**src/rtl/tmr_pkg.sv**
```systemverilog
package tmr_pkg;
  typedef enum logic [4:0] {
    FN_PERIOD = 5'd1,
    FN_COUNT  = 5'd2,
    FN_ACK    = 5'd3
  } tmr_func_e;
endpackage

```
**src/rtl/tmr_slot.sv**
```systemverilog
module tmr_slot #(
  parameter int DW = 32
) (
  input  logic          clk,
  input  logic          rst_n,
  input  logic          per_wr,
  input  logic          cnt_wr,
  input  logic          ack,
  input  logic [DW-1:0] wdata,
  output logic [DW-1:0] per_q,
  output logic [DW-1:0] cnt_q,
  output logic          pend_q
);
  logic running, expire;

  assign running = (per_q != '0);
  assign expire  = running && !per_wr && !cnt_wr && (cnt_q <= DW'(1));

  always_ff @(posedge clk) begin
    if (!rst_n) begin
      per_q  <= '0;
      cnt_q  <= '0;
      pend_q <= 1'b0;
    end else begin
      if (per_wr) begin
        per_q <= wdata;
        cnt_q <= wdata;
      end else if (cnt_wr) begin
        cnt_q <= wdata;
      end else if (expire) begin
        cnt_q <= per_q;
      end else if (running) begin
        cnt_q <= cnt_q - DW'(1);
      end
      pend_q <= (pend_q && !ack) || expire;
    end
  end

  // one step down per clock while running
  a_r4_step: assert property (@(posedge clk) disable iff (!rst_n)
    (!per_wr && !cnt_wr && per_q != '0 && cnt_q > DW'(1)) |=> (cnt_q == $past(cnt_q) - DW'(1)));

  // expiry reloads and raises pending
  a_r5_reload: assert property (@(posedge clk) disable iff (!rst_n)
    (!per_wr && !cnt_wr && per_q != '0 && cnt_q <= DW'(1)) |=> (cnt_q == $past(per_q) && pend_q));

  // stopped timer stays quiet
  a_r6_stopped: assert property (@(posedge clk) disable iff (!rst_n)
    (!per_wr && per_q == '0 && !pend_q) |=> !pend_q);

  // pending is sticky without acknowledge
  a_r7_sticky: assert property (@(posedge clk) disable iff (!rst_n)
    (pend_q && !ack) |=> pend_q);

  // acknowledge racing an expiry leaves pending set
  a_r8_race: assert property (@(posedge clk) disable iff (!rst_n)
    (ack && !per_wr && !cnt_wr && per_q != '0 && cnt_q <= DW'(1)) |=> pend_q);
endmodule

```
**src/rtl/tmr_rdmux.sv**
```systemverilog
module tmr_rdmux #(
  parameter int NUM_TMR = 8,
  parameter int DW      = 32,
  localparam int PW     = (NUM_TMR == 0) ? 1 : NUM_TMR
) (
  input  logic [4:0]            func_sel,
  input  logic [4:0]            tmr_idx,
  input  logic [PW-1:0][DW-1:0] per_v,
  input  logic [PW-1:0][DW-1:0] cnt_v,
  output logic [DW-1:0]         rd_data
);
  import tmr_pkg::*;

  generate
    if (NUM_TMR == 0) begin : g_none
      assign rd_data = '0;
    end else begin : g_mux
      logic in_range;
      assign in_range = ({1'b0, tmr_idx} < 6'(NUM_TMR));
      always_comb begin
        rd_data = '0;
        if (in_range) begin
          if (func_sel == FN_PERIOD)     rd_data = per_v[tmr_idx];
          else if (func_sel == FN_COUNT) rd_data = cnt_v[tmr_idx];
        end
      end
    end
  endgenerate
endmodule

```
**src/rtl/tmr_bank.sv**
```systemverilog
module tmr_bank #(
  parameter int NUM_TMR = 8,
  parameter int DW      = 32,
  localparam int PW     = (NUM_TMR == 0) ? 1 : NUM_TMR
) (
  input  logic          clk,
  input  logic          rst_n,
  input  logic [4:0]    func_sel,
  input  logic [4:0]    tmr_idx,
  input  logic [DW-1:0] wr_data,
  input  logic          wr_en,
  output logic [DW-1:0] rd_data,
  output logic [PW-1:0] pend_o
);
  import tmr_pkg::*;

  logic [PW-1:0][DW-1:0] per_v, cnt_v;

  generate
    if (NUM_TMR == 0) begin : g_empty
      assign per_v  = '0;
      assign cnt_v  = '0;
      assign pend_o = '0;
    end else begin : g_bank
      for (genvar i = 0; i < NUM_TMR; i++) begin : g_slot
        logic hit;
        assign hit = wr_en && (tmr_idx == 5'(i));
        tmr_slot #(.DW(DW)) u_slot (
          .clk    (clk),
          .rst_n  (rst_n),
          .per_wr (hit && func_sel == FN_PERIOD),
          .cnt_wr (hit && func_sel == FN_COUNT),
          .ack    (hit && func_sel == FN_ACK),
          .wdata  (wr_data),
          .per_q  (per_v[i]),
          .cnt_q  (cnt_v[i]),
          .pend_q (pend_o[i])
        );
      end
    end
  endgenerate

  tmr_rdmux #(.NUM_TMR(NUM_TMR), .DW(DW)) u_rdmux (
    .func_sel (func_sel),
    .tmr_idx  (tmr_idx),
    .per_v    (per_v),
    .cnt_v    (cnt_v),
    .rd_data  (rd_data)
  );
endmodule

```
**config.mk**
```make
export PLATFORM = sky130hd
export DESIGN_NAME = tmr_bank
export DESIGN_NICKNAME = d
export VERILOG_FILES = /design/src/rtl/tmr_pkg.sv /design/src/rtl/tmr_slot.sv /design/src/rtl/tmr_rdmux.sv /design/src/rtl/tmr_bank.sv
export SDC_FILE = /design/constraint.sdc
export NUM_CORES = 2
export LEC_CHECK = 0
export BUFFER_PORTS_ARGS = -buffer_cell sky130_fd_sc_hd__buf_4
export CORE_MARGIN = 4
export CORE_UTILIZATION = 52
export CTS_CLUSTER_SIZE = 40
export DETAILED_ROUTE_END_ITERATION = 7
export PLACE_DENSITY = 0.68
export SYNTH_ARGS = -nofsm -noshare
export SYNTH_HDL_FRONTEND = slang
export SYNTH_SLANG_ARGS = --single-unit
```
**constraint.sdc**
```tcl
create_clock -name clk -period 3.7 [get_ports clk]
set_input_delay 0.74 -clock clk [delete_from_list [all_inputs] [get_ports clk]]
set_output_delay 0.74 -clock clk [all_outputs]
set_load 0.05 [all_outputs]
```
=== Word-level counts from Yosys, hierarchy flattened ===
Cells that the tools add are included.

* Register bits: 520
* Bits of input ports: 45
* Output and inout bits: 40
* Logic and storage cells: 204

* $add $sub $neg: 8
* Magnitude comparators: 10
* Eq/ne operators: 10
* Muxes and demuxes: 39
* Reductions and logical operators: 113

{| class="wikitable"
|+ Operators by type and width
! kind !! count
|-
| 2-to-1 mux 32 bit || 37
|-
| less-or-equal comparator 32 x 1 -> 1 bit, second input constant || 8
|-
| nonzero test 32 bit || 8
|-
| subtractor 32 x 1 -> 32 bit, second input constant || 8
|-
| binary-select mux 32 bit (select 3 bit) || 2
|-
| logical AND 1 bit || 64
|-
| nonzero test 4 bit || 8
|-
| logical NOT 1 bit || 24
|-
| equality test 5 x 2 -> 1 bit, second input constant || 4
|-
| equality test 5 x 3 -> 1 bit, second input constant || 4
|-
| equality test 5 x 1 -> 1 bit, second input constant || 2
|-
| less-than comparator 5 x 4 -> 1 bit, second input constant || 2
|-
| logical OR 1 bit || 8
|-
| logical NOT 5 bit || 1
|}

=== Depth between registers and ports, before layout ===
* Depth after elaboration: 10
* Depth in mapped cells: 10

=== Modules after synthesis ===
A second synthesis with hierarchy kept.

* Cells, all modules: 3976
* Area total of the unflattened synthesis: 34093.9 µm²

{| class="wikitable"
|+ Modules (own cells, without submodules)
! module !! instances !! cells each !! area each (µm²) !! seq. area each (µm²)
|-
| tmr_slot || 8 || 461 || 3743.6 || 1301.2
|-
| tmr_rdmux || 1 || 245 || 3784.9 || 0.0
|-
| tmr_bank || 1 || 43 || 360.3 || 0.0
|}

=== Worst setup path before layout ===
Ideal clock, no wire load.

* Kind: input to output
* From: input tmr_idx[0]
* To: output rd_data[24]
* Data arrival time: 3.027 ns
* Data required time: 2.960 ns
* Slack: -0.067 ns
* Stages on the path: 8
* Cells stage by stage: clkbuf_1 > buf_1 > buf_1 > clkbuf_1 > mux4_2 > mux2i_1 > o22ai_1 > and2_1

* Word-level cells in the longest chain between the ends: 5

{| class="wikitable"
|+ RTL lines
! item !! RTL line !! text
|-
| from (decl) || tmr_bank.sv:9 || <nowiki>input logic [4:0] tmr_idx,</nowiki>
|-
| binary-select mux 32 bit (select 3 bit) || tmr_rdmux.sv:24 || <nowiki>else if (func_sel == FN_COUNT) rd_data = cnt_v[tmr_idx];</nowiki>
|-
| 2-to-1 mux 32 bit (implied by the code) || tmr_rdmux.sv:24 ||
|-
| 2-to-1 mux 32 bit || tmr_rdmux.sv:24 ||
|-
| 2-to-1 mux 32 bit || tmr_rdmux.sv:23 || <nowiki>if (func_sel == FN_PERIOD) rd_data = per_v[tmr_idx];</nowiki>
|-
| 2-to-1 mux 32 bit * || tmr_rdmux.sv:22 || <nowiki>if (in_range) begin</nowiki>
|-
| to (decl) || tmr_bank.sv:12 || <nowiki>output logic [DW-1:0] rd_data,</nowiki>
|}

Every way passes the cells marked *; elsewhere a longest branch is shown, timed or not. The select of a mux whose other input is x is not followed.

=== Final worst setup path ===
* From: input tmr_idx[0]
* To: output rd_data[0]

Same word-level chain as after synthesis.

==> metrics <==
outcome=finished, violations left; failing checks=DRC; min Tclk post-route=3.47 ns; Yosys warnings=0; Clk pwr share=0.451; peak supply drop=0.447 mV; cell row count=~90; average cell area after synthesis=7.86 sq um; max-cap viol count=0; vias in the first global route=31.2k; post-synth top area cell=dfxtp_1; CP max stage delay=0.60 ns; Clk Tree Root Cell=clkbuf_16; power share of the sequential group=0.403; Worst slew margin=0.234; Antenna Nets Post-Route=0; share of cells above drive strength 1=0.137; worst-margin pin slew=1.14 ns; P_sw=4090 uW; 1st-iter DRT viols=between 6k and 7k; CP arrival=2.73 ns; Max stage delay cell, worst path=mux4_2; crit share post-route=0.938; WS Path Type=in2out; clk sinks=520; WL met3=21100 microns; Power Density=391 mW/mm^2; synth unique cells=83; Final Hold Fails=0; vias per inst=between 7 and 8; post-CTS sizing=0; largest net degree at the start of global routing=119; CP Launch Type=primary input; first-pass GRT wire length=219000 microns; Post-synth ARST share=0; # nets final=4098; Gate power share=0.146; total gr overflow=0; WL met2=60300 microns; DRT met1 WL=59100 microns; post-DP HPWL=about 110000 microns; Syn Inst Count=4102; TritonCTS buffer count=60; synthesized area=0.0322 sq mm; Crit path required time=slightly below 3 ns; top-count cell post-synth=nand2_1; clk_lat worst skew=0.66 ns; f_max=0.288 GHz; Synth area leaders=dfxtp_1 (32%), mux4_2 (8.9%), nand2_1 (7.9%), a21oi_1 (7.3%), clkbuf_1 (3.9%); crit-path cells=buf_6, buf_12, mux4_2, mux2i_1, o22ai_1, and2_1, buf_4; Synth-to-Final Area Change=11.5%; fillers=~5.7k; sequential area share after synthesis=0.323; Max FO, Critical Path=40; buffer levels on the longest clock path=3; die height=257 microns; Layout Cells excl Fill=approximately 4.9k; core area=0.0615 sq mm; CTS tree=done; top-area cell type share of the netlist area=0.323; hold crit path type=in2reg; RSZ-0062 raised after global routing=no; Die X=257 microns; P_int=9980 uW; #FFs+latches synth=520; Synth Flop Type=dfxtp_1; leakage power=0.0127 uW; syn nets=4163; max layer used=met5; max-slew violations=0; Hold-fix buffers, CTS=0; Die Footprint=0.0660 sq mm; total track usage=0.438; Total Wirelength=~150000 microns; H-tree levels=2; PortBufs=84; Worst-path clk slew=0.06 ns; IO Pins=85; DR pass1 iterations=8; initial antenna violation count=6; setup TNS=0 ns; synth cell count leaders=nand2_1 (682), dfxtp_1 (520), a21oi_1 (473); dpl cells=approximately 4.8k; drc violations=11; Net Sw Frac=0.291; critical path endpoint category=output pin; Wirelength per Cell=30.9 microns; EDFF count, synth=0; setup repair bufs after CTS=0; vias=34.9k; final number of setup-violating endpoints=0; Starting Density=0.524; Final Wtd Congestion=1.06; Layout Skew=0.0298 ns
## cells in the final DEF (no fill, tap or decap), types with 12 or more instances in the layout
| cell type | synthesis | final |
|---|---|---|
| buf_12 | 0 | 14 |
| a211oi_1 | 42 | 42 |
| nor2_1 | 266 | 250 |
| mux4_2 | 128 | 128 |
| a31oi_1 | 31 | 31 |
| nand4b_1 | 12 | 12 |
| mux2i_1 | 98 | 98 |
| ha_1 | 16 | 16 |
| and2_1 | 42 | 42 |
| o31ai_1 | 29 | 29 |
| o32ai_1 | 33 | 33 |
| a211o_1 | 32 | 32 |
| o211ai_1 | 41 | 41 |
| nor2_2 | 0 | 15 |
| nor3_1 | 161 | 159 |
| clkbuf_16 | 0 | 61 |
| or2_2 | 34 | 34 |
| nand2_1 | 682 | 682 |
| buf_4 | 8 | 229 |
| xor2_1 | 44 | 44 |
| clkinv_2 | 0 | 16 |
| a22oi_1 | 45 | 45 |
| nand4_1 | 57 | 57 |
| nand3_1 | 76 | 76 |
| inv_1 | 27 | 27 |
| o21ai_0 | 208 | 208 |
| xnor2_1 | 87 | 87 |
| dfxtp_1 | 520 | 520 |
| or3_1 | 47 | 47 |
| a21oi_1 | 473 | 473 |
| o22ai_1 | 76 | 76 |
| nor4_1 | 137 | 135 |
| o221ai_1 | 31 | 31 |
| o2111ai_1 | 12 | 12 |
| or4_1 | 67 | 67 |
## flip-flops by register name, indices dropped and copies added (netlist names)
| name | cells |
|---|---|
| g_bank.g_slot.u_slot.per_q | 256 |
| g_bank.g_slot.u_slot.pend_q | 8 |
| g_bank.g_slot.u_slot.cnt_q | 256 |
## power groups by stage
| stage | Sequential, uW | Combinational [uW] | Clock, uW |
|---|---|---|---|
| after floorplan | 5770 | 1280 | 0 |
| after global placement | 5790 | 1960 | 0 |
| after detailed placement | 5790 | 1950 | 0 |
| after CTS | 5670 | 1960 | 6360 |
| after global routing | 5670 | 2150 | 6570 |
| final | 5670 | 2050 | 6340 |
## through the flow
step,setup slack (ns),total power (uW),area [sq um],hold slack (ns),util
3_3_place_gp,0.263,7750,33900,0.477,0.551
5_1_grt,0.136,14400,35900,0.472,0.584
3_5_place_dp,0.278,7740,33900,0.480,0.551
4_1_cts,0.277,14000,35900,0.445,0.584
6_report,0.228,14100,35900,0.464,0.585
2_1_floorplan,0.0511,7050,32200,0.451,-
## layout make-up
type                    instances  area [sq um]  share of cell area
multi-input cells            3181         20300               0.566
diodes                          2          5.00            0.000139
repair buffers                246          2030              0.0566
flip-flops and latches        520         10400               0.290
clock buffers                  77          1690              0.0469
well taps                     790           988              0.0275
clock inverters                34           379              0.0105
inverters                      28           113             0.00313
## routing by layer
layer	vias up	global-route usage
li1	15149	-
met1	16387	0.617
met2	2774	0.612
met3	568	0.118
met4	6	0.232
met5	-	0
## path summary, 6_finish.rpt
check	startpoint	to	slack (ns)	cells past startpoint
setup / recovery	tmr_idx[0]	rd_data[0]	0.23	7
hold / removal	wr_data[15]	g_bank.g_slot[3].u_slot.per_q[15]	0.46	3
setup reg to reg	g_bank.g_slot[0].u_slot.cnt_q[5]	g_bank.g_slot[0].u_slot.cnt_q[0]	0.42	8
hold reg to reg	g_bank.g_slot[3].u_slot.pend_q	g_bank.g_slot[3].u_slot.pend_q	0.49	2
## cell families (layout without fill, tap and decap cells)
group / after synthesis / count (layout) / share of synthesized area
AO/OA/AOI/OAI: 1158 / 1158 / 0.222
adder cells (fa/ha/maj): 16 / 16 / 0.00621
AND/OR/NAND/NOR: 1649 / 1649 / 0.245
multiplexers: 227 / 227 / 0.120
buffers and inverters: 401 / 385 / 0.0485
other: 0 / 2 / 0
XOR/XNOR: 131 / 131 / 0.0356
flip-flops: 520 / 520 / 0.323
## critical path, delay by kind of cell
family | cells | cell delay (ns)
buffers and inverters | 3 | 0.82
muxes | 2 | 0.75
and+or+nand+nor | 1 | 0.20
AOI/OAI and AO/OA | 1 | 0.15
Note: power is estimated with default switching activity, not from simulation.
